`src/rtl/osb_pkg.sv`:
```
`timescale 1ns/1ps
package osb_pkg;

    localparam int MAX_SLOTS = 5;
    localparam int IDX_W     = 3;

    typedef enum logic {
        MODE_FREE = 1'b0,
        MODE_SYNC = 1'b1
    } osb_mode_e;

    typedef struct packed {
        osb_mode_e             mode;
        logic [IDX_W-1:0]      n;
    } osb_cfg_t;

    // Bring a requested factor into the legal 1..MAX_SLOTS range.
    function automatic logic [IDX_W-1:0] clamp_factor(input logic [IDX_W-1:0] f);
        if (f == '0)
            return IDX_W'(1);
        else if (f > IDX_W'(MAX_SLOTS))
            return IDX_W'(MAX_SLOTS);
        return f;
    endfunction

    // A slot belongs to the published frame only below the factor.
    function automatic logic slot_kept(input logic [IDX_W-1:0] s, input logic [IDX_W-1:0] n);
        return s < n;
    endfunction

endpackage

```
`src/rtl/osb_tick_gen.sv`:
```
`timescale 1ns/1ps
module osb_tick_gen #(
    parameter int PERIOD = 125000
) (
    input  logic clk,
    input  logic rst,
    output logic tick_o
);
    localparam int CW = (PERIOD > 2) ? $clog2(PERIOD) : 1;
    localparam logic [CW-1:0] LAST = CW'(PERIOD - 1);

    logic [CW-1:0] cnt_q;

    always_ff @(posedge clk) begin
        if (rst)
            cnt_q <= '0;
        else if (cnt_q == LAST)
            cnt_q <= '0;
        else
            cnt_q <= cnt_q + CW'(1);
    end

    assign tick_o = (cnt_q == LAST);
endmodule

```
`src/rtl/osb_hold_bank.sv`:
```
`timescale 1ns/1ps
module osb_hold_bank #(
    parameter int NCH = 4,
    parameter int SW  = 16
) (
    input  logic              clk,
    input  logic              rst,
    input  logic [NCH*SW-1:0] data_i,
    input  logic [NCH-1:0]    valid_i,
    output logic [NCH*SW-1:0] hold_o
);
    for (genvar c = 0; c < NCH; c++) begin : g_ch
        logic [SW-1:0] hold_q;
        always_ff @(posedge clk) begin
            if (rst)
                hold_q <= '0;
            else if (valid_i[c])
                hold_q <= data_i[c*SW +: SW];
        end
        assign hold_o[c*SW +: SW] = hold_q;
    end
endmodule

```
`src/rtl/osb_frame_ctrl.sv`:
```
`timescale 1ns/1ps
module osb_frame_ctrl
    import osb_pkg::*;
(
    input  logic             clk,
    input  logic             rst,
    input  logic             mode_i,
    input  logic [IDX_W-1:0] factor_i,
    input  logic             tick_i,
    input  logic             smp_i,
    input  logic             pub_i,
    output logic             cap_o,
    output logic [IDX_W-1:0] idx_o,
    output logic             done_o,
    output logic [IDX_W-1:0] fin_n_o,
    output logic             overrun_o
);
    osb_cfg_t         act_q, req, eff;
    logic [IDX_W-1:0] cnt_q, fin_n_q, base;
    logic             done_q, ovr_q;
    logic             open_w, trig, cap, ovr_evt, end_evt;

    always_comb begin
        req.mode = osb_mode_e'(mode_i);
        req.n    = clamp_factor(factor_i);
        // A frame with no sample yet (or one being closed) takes new settings.
        open_w   = (cnt_q == '0) || done_q;
        eff      = open_w ? req : act_q;
        base     = done_q ? '0 : cnt_q;
        trig     = (eff.mode == MODE_FREE) ? tick_i : smp_i;
        cap      = trig && (base < IDX_W'(MAX_SLOTS));
        ovr_evt  = trig && !cap;
        if (eff.mode == MODE_FREE)
            end_evt = tick_i && (base == (eff.n - IDX_W'(1)));
        else
            end_evt = pub_i && !done_q;
    end

    always_ff @(posedge clk) begin
        if (rst) begin
            act_q   <= '{mode: MODE_FREE, n: IDX_W'(MAX_SLOTS)};
            cnt_q   <= '0;
            done_q  <= 1'b0;
            ovr_q   <= 1'b0;
            fin_n_q <= IDX_W'(MAX_SLOTS);
        end else begin
            if (open_w)
                act_q <= req;
            cnt_q  <= base + IDX_W'(cap);
            done_q <= end_evt;
            if (end_evt)
                fin_n_q <= eff.n;
            if (ovr_evt)
                ovr_q <= 1'b1;
        end
    end

    assign cap_o     = cap;
    assign idx_o     = base;
    assign done_o    = done_q;
    assign fin_n_o   = fin_n_q;
    assign overrun_o = ovr_q;
endmodule

```
`src/rtl/osb_sample_store.sv`:
```
`timescale 1ns/1ps
module osb_sample_store
    import osb_pkg::*;
#(
    parameter int NCH = 4,
    parameter int SW  = 16,
    parameter int CW  = 16
) (
    input  logic                        clk,
    input  logic                        rst,
    input  logic [NCH*SW-1:0]           hold_i,
    input  logic                        cap_i,
    input  logic [IDX_W-1:0]            idx_i,
    input  logic                        done_i,
    input  logic [IDX_W-1:0]            fin_n_i,
    output logic [NCH*MAX_SLOTS*SW-1:0] image_o,
    output logic                        pub_o,
    output logic [CW-1:0]               count_o
);
    typedef logic [MAX_SLOTS-1:0][SW-1:0] lane_t;

    lane_t                                  slot_w [NCH];
    logic [NCH-1:0][MAX_SLOTS-1:0][SW-1:0]  masked, img_q;
    logic                                   pub_q;
    logic [CW-1:0]                          cnt_q;

    // One working lane per channel; cleared on publish, written on capture.
    for (genvar c = 0; c < NCH; c++) begin : g_lane
        lane_t lane_q;
        always_ff @(posedge clk) begin
            if (rst) begin
                lane_q <= '0;
            end else begin
                for (int s = 0; s < MAX_SLOTS; s++) begin
                    if (done_i)
                        lane_q[s] <= '0;
                    if (cap_i && (idx_i == IDX_W'(s)))
                        lane_q[s] <= hold_i[c*SW +: SW];
                end
            end
        end
        assign slot_w[c] = lane_q;
    end

    always_comb begin
        for (int c = 0; c < NCH; c++)
            for (int s = 0; s < MAX_SLOTS; s++)
                masked[c][s] = slot_kept(IDX_W'(s), fin_n_i) ? slot_w[c][s] : '0;
    end

    always_ff @(posedge clk) begin
        if (rst) begin
            img_q <= '0;
            pub_q <= 1'b0;
            cnt_q <= '0;
        end else begin
            pub_q <= done_i;
            if (done_i) begin
                img_q <= masked;
                cnt_q <= cnt_q + CW'(1);
            end
        end
    end

    assign image_o = img_q;
    assign pub_o   = pub_q;
    assign count_o = cnt_q;
endmodule

```
`src/rtl/osamp_image_buf.sv`:
```
`timescale 1ns/1ps
module osamp_image_buf
    import osb_pkg::*;
#(
    parameter int NCH      = 4,
    parameter int SW       = 16,
    parameter int CW       = 16,
    parameter int TICK_CYC = 125000
) (
    input  logic                        clk,
    input  logic                        rst,
    input  logic                        mode_i,
    input  logic [IDX_W-1:0]            factor_i,
    input  logic [NCH*SW-1:0]           smp_data_i,
    input  logic [NCH-1:0]              smp_valid_i,
    input  logic                        sync_smp_i,
    input  logic                        sync_pub_i,
    output logic [NCH*MAX_SLOTS*SW-1:0] image_o,
    output logic                        pub_o,
    output logic [CW-1:0]               cycle_cnt_o,
    output logic                        overrun_o
);
    logic              tick_w, cap_w, done_w;
    logic [IDX_W-1:0]  idx_w, fin_n_w;
    logic [NCH*SW-1:0] hold_w;

    osb_tick_gen #(.PERIOD(TICK_CYC)) u_tick (
        .clk    (clk),
        .rst    (rst),
        .tick_o (tick_w)
    );

    osb_hold_bank #(.NCH(NCH), .SW(SW)) u_hold (
        .clk     (clk),
        .rst     (rst),
        .data_i  (smp_data_i),
        .valid_i (smp_valid_i),
        .hold_o  (hold_w)
    );

    osb_frame_ctrl u_ctrl (
        .clk       (clk),
        .rst       (rst),
        .mode_i    (mode_i),
        .factor_i  (factor_i),
        .tick_i    (tick_w),
        .smp_i     (sync_smp_i),
        .pub_i     (sync_pub_i),
        .cap_o     (cap_w),
        .idx_o     (idx_w),
        .done_o    (done_w),
        .fin_n_o   (fin_n_w),
        .overrun_o (overrun_o)
    );

    osb_sample_store #(.NCH(NCH), .SW(SW), .CW(CW)) u_store (
        .clk     (clk),
        .rst     (rst),
        .hold_i  (hold_w),
        .cap_i   (cap_w),
        .idx_i   (idx_w),
        .done_i  (done_w),
        .fin_n_i (fin_n_w),
        .image_o (image_o),
        .pub_o   (pub_o),
        .count_o (cycle_cnt_o)
    );
endmodule

```
`config.mk`:
```
export PLATFORM = sky130hd
export DESIGN_NAME = osamp_image_buf
export DESIGN_NICKNAME = d
export VERILOG_FILES = /design/src/rtl/osb_pkg.sv /design/src/rtl/osb_tick_gen.sv /design/src/rtl/osb_hold_bank.sv /design/src/rtl/osb_frame_ctrl.sv /design/src/rtl/osb_sample_store.sv /design/src/rtl/osamp_image_buf.sv
export SDC_FILE = /design/constraint.sdc
export NUM_CORES = 1
export LEC_CHECK = 0
export CORE_MARGIN = 2
export CORE_UTILIZATION = 55
export DETAILED_ROUTE_END_ITERATION = 10
export DONT_BUFFER_PORTS = 1
export HOLD_SLACK_MARGIN = 0.15
export PLACE_DENSITY = 0.67
export SLEW_MARGIN = 25
export SYNTH_ARGS = -nofsm -noshare
export SYNTH_HDL_FRONTEND = slang
export SYNTH_SLANG_ARGS = --single-unit
```
`constraint.sdc`:
```
create_clock -name clk -period 7.6 [get_ports clk]
set_clock_uncertainty 0.1 [all_clocks]
set_input_delay 1.14 -clock clk [delete_from_list [all_inputs] [get_ports clk]]
set_output_delay 1.14 -clock clk [all_outputs]
set_load 0.02 [all_outputs]
```
; Word-level counts from Yosys, hierarchy flattened
; Cells that the tools add are included.
[totals]
regBits = 750
out_inout_bits = 338
wordCells = 141
[classes]
n_addsub = 4
magnitude_cmp = 7
eq_ne = 6
mux = 50
n_reduce_logical = 21
[op_table]
columns = op, n
row1 = $mux W16, 41
row2 = $add A17 B1 Y17 const B, 1
row3 = $eq A17 B17 Y1 const B, 1
row4 = $add A16 B1 Y16 const B, 1
row5 = $mux W3, 4
row6 = $reduce_bool A2 Y1, 5
row7 = $logic_and A1 B1 Y1, 9
row8 = $logic_not A3 Y1, 3
row9 = $eq A3 B2 Y1 const B, 2
row10 = $lt A1 B3 Y1 const A, 2
row11 = $lt A2 B3 Y1 const A, 2
row12 = $mux W1, 4
row13 = $mux W4, 1
row14 = $add A3 B1 Y3, 1
row15 = $eq A3 B1 Y1 const B, 1
row16 = $eq A3 B3 Y1, 1
row17 = $eq A3 B3 Y1 const B, 1
row18 = $gt A3 B3 Y1 const B, 1
row19 = $lt A3 B3 Y1 const A, 1
row20 = $lt A3 B3 Y1 const B, 1
row21 = $sub A3 B1 Y3 const B, 1
row22 = $logic_not A1 Y1, 2
row23 = $reduce_or A2 Y1, 1
row24 = $logic_or A1 B1 Y1, 1

; Depth between registers and ports, before layout
[depth]
depth_word = 9
ltp_mapped = 11
mapped_depth_nobuf = 10

; Hierarchy
; A second synthesis with hierarchy kept.
[unflattened]
hier_cells = 3139
hier_area_um2 = 28112.0
[by_module_without_submodules]
columns = module, n_inst, cells_each, area_each_um2, seq_area_each_um2
row1 = osb_sample_store, 1, 2772, 24339.6, 13152.6
row2 = osb_hold_bank, 1, 207, 2322.2, 1281.2
row3 = osb_tick_gen, 1, 89, 778.2, 340.3
row4 = osb_frame_ctrl, 1, 71, 671.9, 240.2

; Least setup slack after synthesis
; OpenSTA, ideal clock, no wires.
[synth_timing]
kind = input to register
startpoint = input port factor_i[2]
endpoint = register u_ctrl.fin_n_q[2] (netlist: u_ctrl.fin_n_o[2])
arrival_ns = 3.070
t_required_ns = 7.385
slack_ns = 4.314
stages = 8
cell_sequence = xnor2_1 o31ai_2 ha_1 xor2_1 nor4_1 mux2_4 or4b_1 and3_1
[synth_between]
elab_chain_cells = 9
[synth_rtl]
columns = element, line_no
row1 = start: declaration, osamp_image_buf.sv:13  ; input logic [IDX_W-1:0] factor_i,
row2 = $gt A3 B3 Y1, osb_pkg.sv:21  ; else if (f > IDX_W'(MAX_SLOTS))
row3 = $mux W1, osb_pkg.sv:21
row4 = $mux W1, osb_pkg.sv:19  ; if (f == '0)
row5 = $mux W3 (*), osb_pkg.sv:23  ; return f;
row6 = $mux W4 (*), osb_frame_ctrl.sv:28  ; eff = open_w ? req : act_q;
row7 = $sub A3 B1 Y3, osb_frame_ctrl.sv:34  ; end_evt = tick_i && (base == (eff.n - IDX_W'(1)));
row8 = $eq A3 B3 Y1, osb_frame_ctrl.sv:34
row9 = $logic_and A1 B1 Y1, osb_frame_ctrl.sv:34
row10 = $mux W1, osb_frame_ctrl.sv:33  ; if (eff.mode == MODE_FREE)
row11 = end signal: assignment, osb_frame_ctrl.sv:45  ; fin_n_q <= IDX_W'(MAX_SLOTS);
row12 = end signal: assignment, osb_frame_ctrl.sv:52  ; fin_n_q <= eff.n;
row13 = end: declaration, osb_frame_ctrl.sv:19  ; logic [IDX_W-1:0] cnt_q, fin_n_q, base;
; Mark *: on every way between the ends. The rest lies on a longest branch, timed or not.
; A chain may end at the register's enable or synchronous reset.

==> out/summary.json <==
{
  "outcome": "complete, but fails checks",
  "violations_in_the_final_reports": "max-slew violations",
  "timing.max_cap.violations": 0,
  "slew_headroom": -0.970,
  "global_route.peak_usage_layer": "met2",
  "hold_path_class": "reg2reg",
  "grt_start_max_net_pins": 739,
  "ys_types": 54,
  "detailed_router_iteration_count_before_antenna_repair": 6,
  "cts.htree.levels": 3,
  "post_synth_fa_ha_maj_area_fraction": 0.00234,
  "total_power_mw": 8.20,
  "fp.dieArea_mm2": 0.0504,
  "finalCoreUtilization": 0.605,
  "worstHoldPathCells": 2,
  "worst_hold_slack_across_all_endpoints_ps": 368,
  "cts_tree": "yes",
  "placeableCoreArea_mm2": 0.0478,
  "yosys.area_share.simple": 0.189,
  "r2r_slack_ps": 3850,
  "via_per_inst": 6.09,
  "worst-endpoint-required_ps": 7990,
  "final-hold-violation-count": 0,
  "timing.setup.critical_path_class": "in2reg",
  "synth-xor-area-share": 0.00950,
  "syn_avg_cell_area_um2": 8.97,
  "timing_worst_slew_pin_value_ps": 2950,
  "r2r_start": "u_ctrl.done_o",
  "drt_iter0_drc": 2138,
  "final_antenna_net_count": 0,
  "max_stage_delay_ps": 970,
  "synth_top_family_by_area": "simple AND/OR/NAND/NOR gates",
  "num_io_pins": 414,
  "met3_usage_grt": 0.102,
  "cts-root-to-sink-buffers": 3,
  "drive_above_1_share": 0.0588,
  "pwr_density_cell_mw_per_mm2": 283,
  "cts_sinks": 750,
  "cts-buffers-inserted": 77,
  "finalMaxSlewViolations": 582,
  "wirelength_um": 75900,
  "syn-instance-count": 2980,
  "ys.flop_type": "dfxtp_1",
  "fin_setup_tns_ps": 0,
  "synth.net_count": 3061,
  "critPathBufInv": 0,
  "grt.total_usage": 0.289,
  "post-cts-setup-buffer-count": 0,
  "setup_repair_after_global_routing_missed_its_margin": "false",
  "timing.critical_path.to_type": "flop",
  "period_needed_ps": 3770,
  "holdPathEnd": "u_store.g_lane[2].lane_q[78]",
  "clk_latency_ps": 620,
  "critPathArrivalTime_ps": 4160,
  "yosys_register_bits": 750,
  "regToRegEndpoint": "u_store.g_lane[3].lane_q[23]",
  "cts_hold_buf": 0,
  "grt_pass1_wl_um": 114000,
  "clock-root-buffer": "clkbuf_16",
  "synthMuxAreaShare": 0.0257,
  "gp_congestion": 0.826,
  "synth_top_area_share": 0.561,
  "synth-edff-count": 0,
  "yosys_warnings": 0,
  "setup_viol_count_final": 0,
  "drt_drc_violations_left": 0,
  "cell_by_cell_listing_of_the_critical_path": "a211o_1, or4b_1, and3_1",
  "fp.dieH_um": 225,
  "timing.critical_path.max_delay_family": "compound AO/OA/AOI/OAI gates",
  "synth_top_cells_by_area": "dfxtp_1, a22oi_1, nand3_1, a21oi_1, nor2_1",
  "antenna_found_initial": 1,
  "holdCritStartpoint": "u_store.g_lane[2].lane_q[78]",
  "overflow": 0,
  "synth_largest_area_cell": "dfxtp_1",
  "cellLeakagePower_nw": 9.83,
  "maxClockFrequency_ghz": 0.265,
  "core.rowCount": 80,
  "area_growth_syn_to_layout_pct": 8.24,
  "r2r.worst_path.cells": 8,
  "post_cts_resized": 0,
  "global_route.usage.met2": 0.453,
  "synth_sequential_area_ratio": 0.561,
  "start_util": 0.559,
  "fraction_of_registers_with_async_set_reset": 0,
  "final_min_period_over_clock_period": 0.496,
  "timing.critical_path.from_type": "input port",
  "vias": 21227,
  "synthesis.area_mm2": 0.0267,
  "portBuffers": 0,
  "die_w_um": 225,
  "global_route_met1_utilization": 0.368,
  "clkSlewWorstSetupHoldPaths_ps": 60,
  "ir_worst_vdd_mv": 0.204,
  "route.detailed.wl_per_inst_um": 21.8,
  "hpwlAfterDp_um": 46700,
  "crit_slowest_cell": "a211o_1",
  "compound_gate_fraction_of_synth_area": 0.160,
  "worstPathMaxFanout": 738,
  "grt_pass1_vias": 19316,
  "layout.nets": 2894
}
[logic make-up after synthesis]
group	after synthesis
simple gates	1175
flops	750
compound gates	680
buf+inv	273
mux	68
xor+xnor	29
fa+ha+maj	5
[worst max-delay path by stage]
stage,start,to,slack [ps],depth (start not counted)
2_1_floorplan,factor_i[2],u_ctrl.fin_n_o[2],4310,8
3_3_place_gp,mode_i,u_store.g_lane[0].lane_q[37],3800,7
3_5_place_dp,mode_i,u_store.g_lane[0].lane_q[33],3650,7
4_1_cts,u_ctrl.done_o,u_store.g_lane[0].lane_q[25],3970,8
5_1_grt,u_ctrl.done_o,u_ctrl.fin_n_o[2],3620,7
6_report,rst,u_ctrl.fin_n_o[2],3830,3
[worst min-delay path, cell delays in order, from the launching register on]
cell     delay (ps)
dfxtp_1         310
nand3_1          60
a21oi_1          60
[registers in the layout, indices dropped and copies added, names as in the netlist]
signal	flops
u_store.g_lane.lane_q	320
u_store.image_o	320
u_hold.g_ch.hold_q	64
u_tick.cnt_q	17
u_store.count_o	16
u_ctrl.act_q	4
u_ctrl.cnt_q	3
u_ctrl.fin_n_o	3
u_ctrl.done_o	1
u_ctrl.overrun_o	1
u_store.pub_o	1
[layout by cell type (no fill, tap or decap), types with 6 or more instances in the layout]
master,netlist,routed
clkbuf_1,168,15
xnor2_1,8,8
nand2_1,353,353
buf_4,36,18
a21oi_1,346,346
nor2_1,416,413
clkbuf_8,0,15
a22oi_1,302,302
mux2i_1,66,66
clkinv_2,0,13
nand4_1,8,8
o21ai_0,7,7
xor2_1,21,21
nor2b_1,7,7
and3_1,6,6
dfxtp_1,750,750
bufinv_16,0,7
clkbuf_16,0,79
nand3_1,348,348
inv_1,6,6
[routing by layer]
metal / share of wire / routed length [um] / vias to the layer above
li1: - / - / 10021
met1: 0.41 / 31100 / 10353
met2: 0.46 / 35000 / 734
met3: 0.10 / 7630 / 119
met4: 0.029 / 2200 / 0
met5: 0 / 0 / -
[per-stage QoR]
| stage | cells | setup WS (ps) | cell area [um2] |
|---|---|---|---|
| after floorplan | 2980 | 4310 | 26700 |
| after global placement | 3348 | 3800 | 26300 |
| after detailed placement | 3348 | 3650 | 26300 |
| after CTS | 3486 | 3970 | 28900 |
| after global routing | 3488 | 3620 | 28900 |
| final | 3488 | 3830 | 28900 |
[power breakdown]
group          internal (mW)  total [mW]  switching [mW]
sequential              3.98        4.06          0.0887
combinational         0.0752       0.293           0.218
clock                   2.30        3.84            1.55
[area by class of cell]
class                           instances  area, um2
Antenna cell                            1       2.50
Clock buffer                          109       2240
Clock inverter                         29        349
Fill cell                            4175      18900
Inverter                                7       33.8
Multi-Input combinational cell       1957      10400
Sequential cell                       750      15000
Tap cell                              615        769
Timing Repair Buffer                   20        161
[synthesized netlist by cell type (6+ instances only)]
cell type,instances
dfxtp_1,750
nor2_1,416
nand2_1,353
nand3_1,348
a21oi_1,346
a22oi_1,302
clkbuf_1,168
mux2i_1,66
buf_4,36
buf_2,26
xor2_1,21
buf_1,14
buf_8,13
buf_6,8
nand4_1,8
xnor2_1,8
nor2b_1,7
o21ai_0,7
and3_1,6
inv_1,6
(Power assumes the default switching activity.)
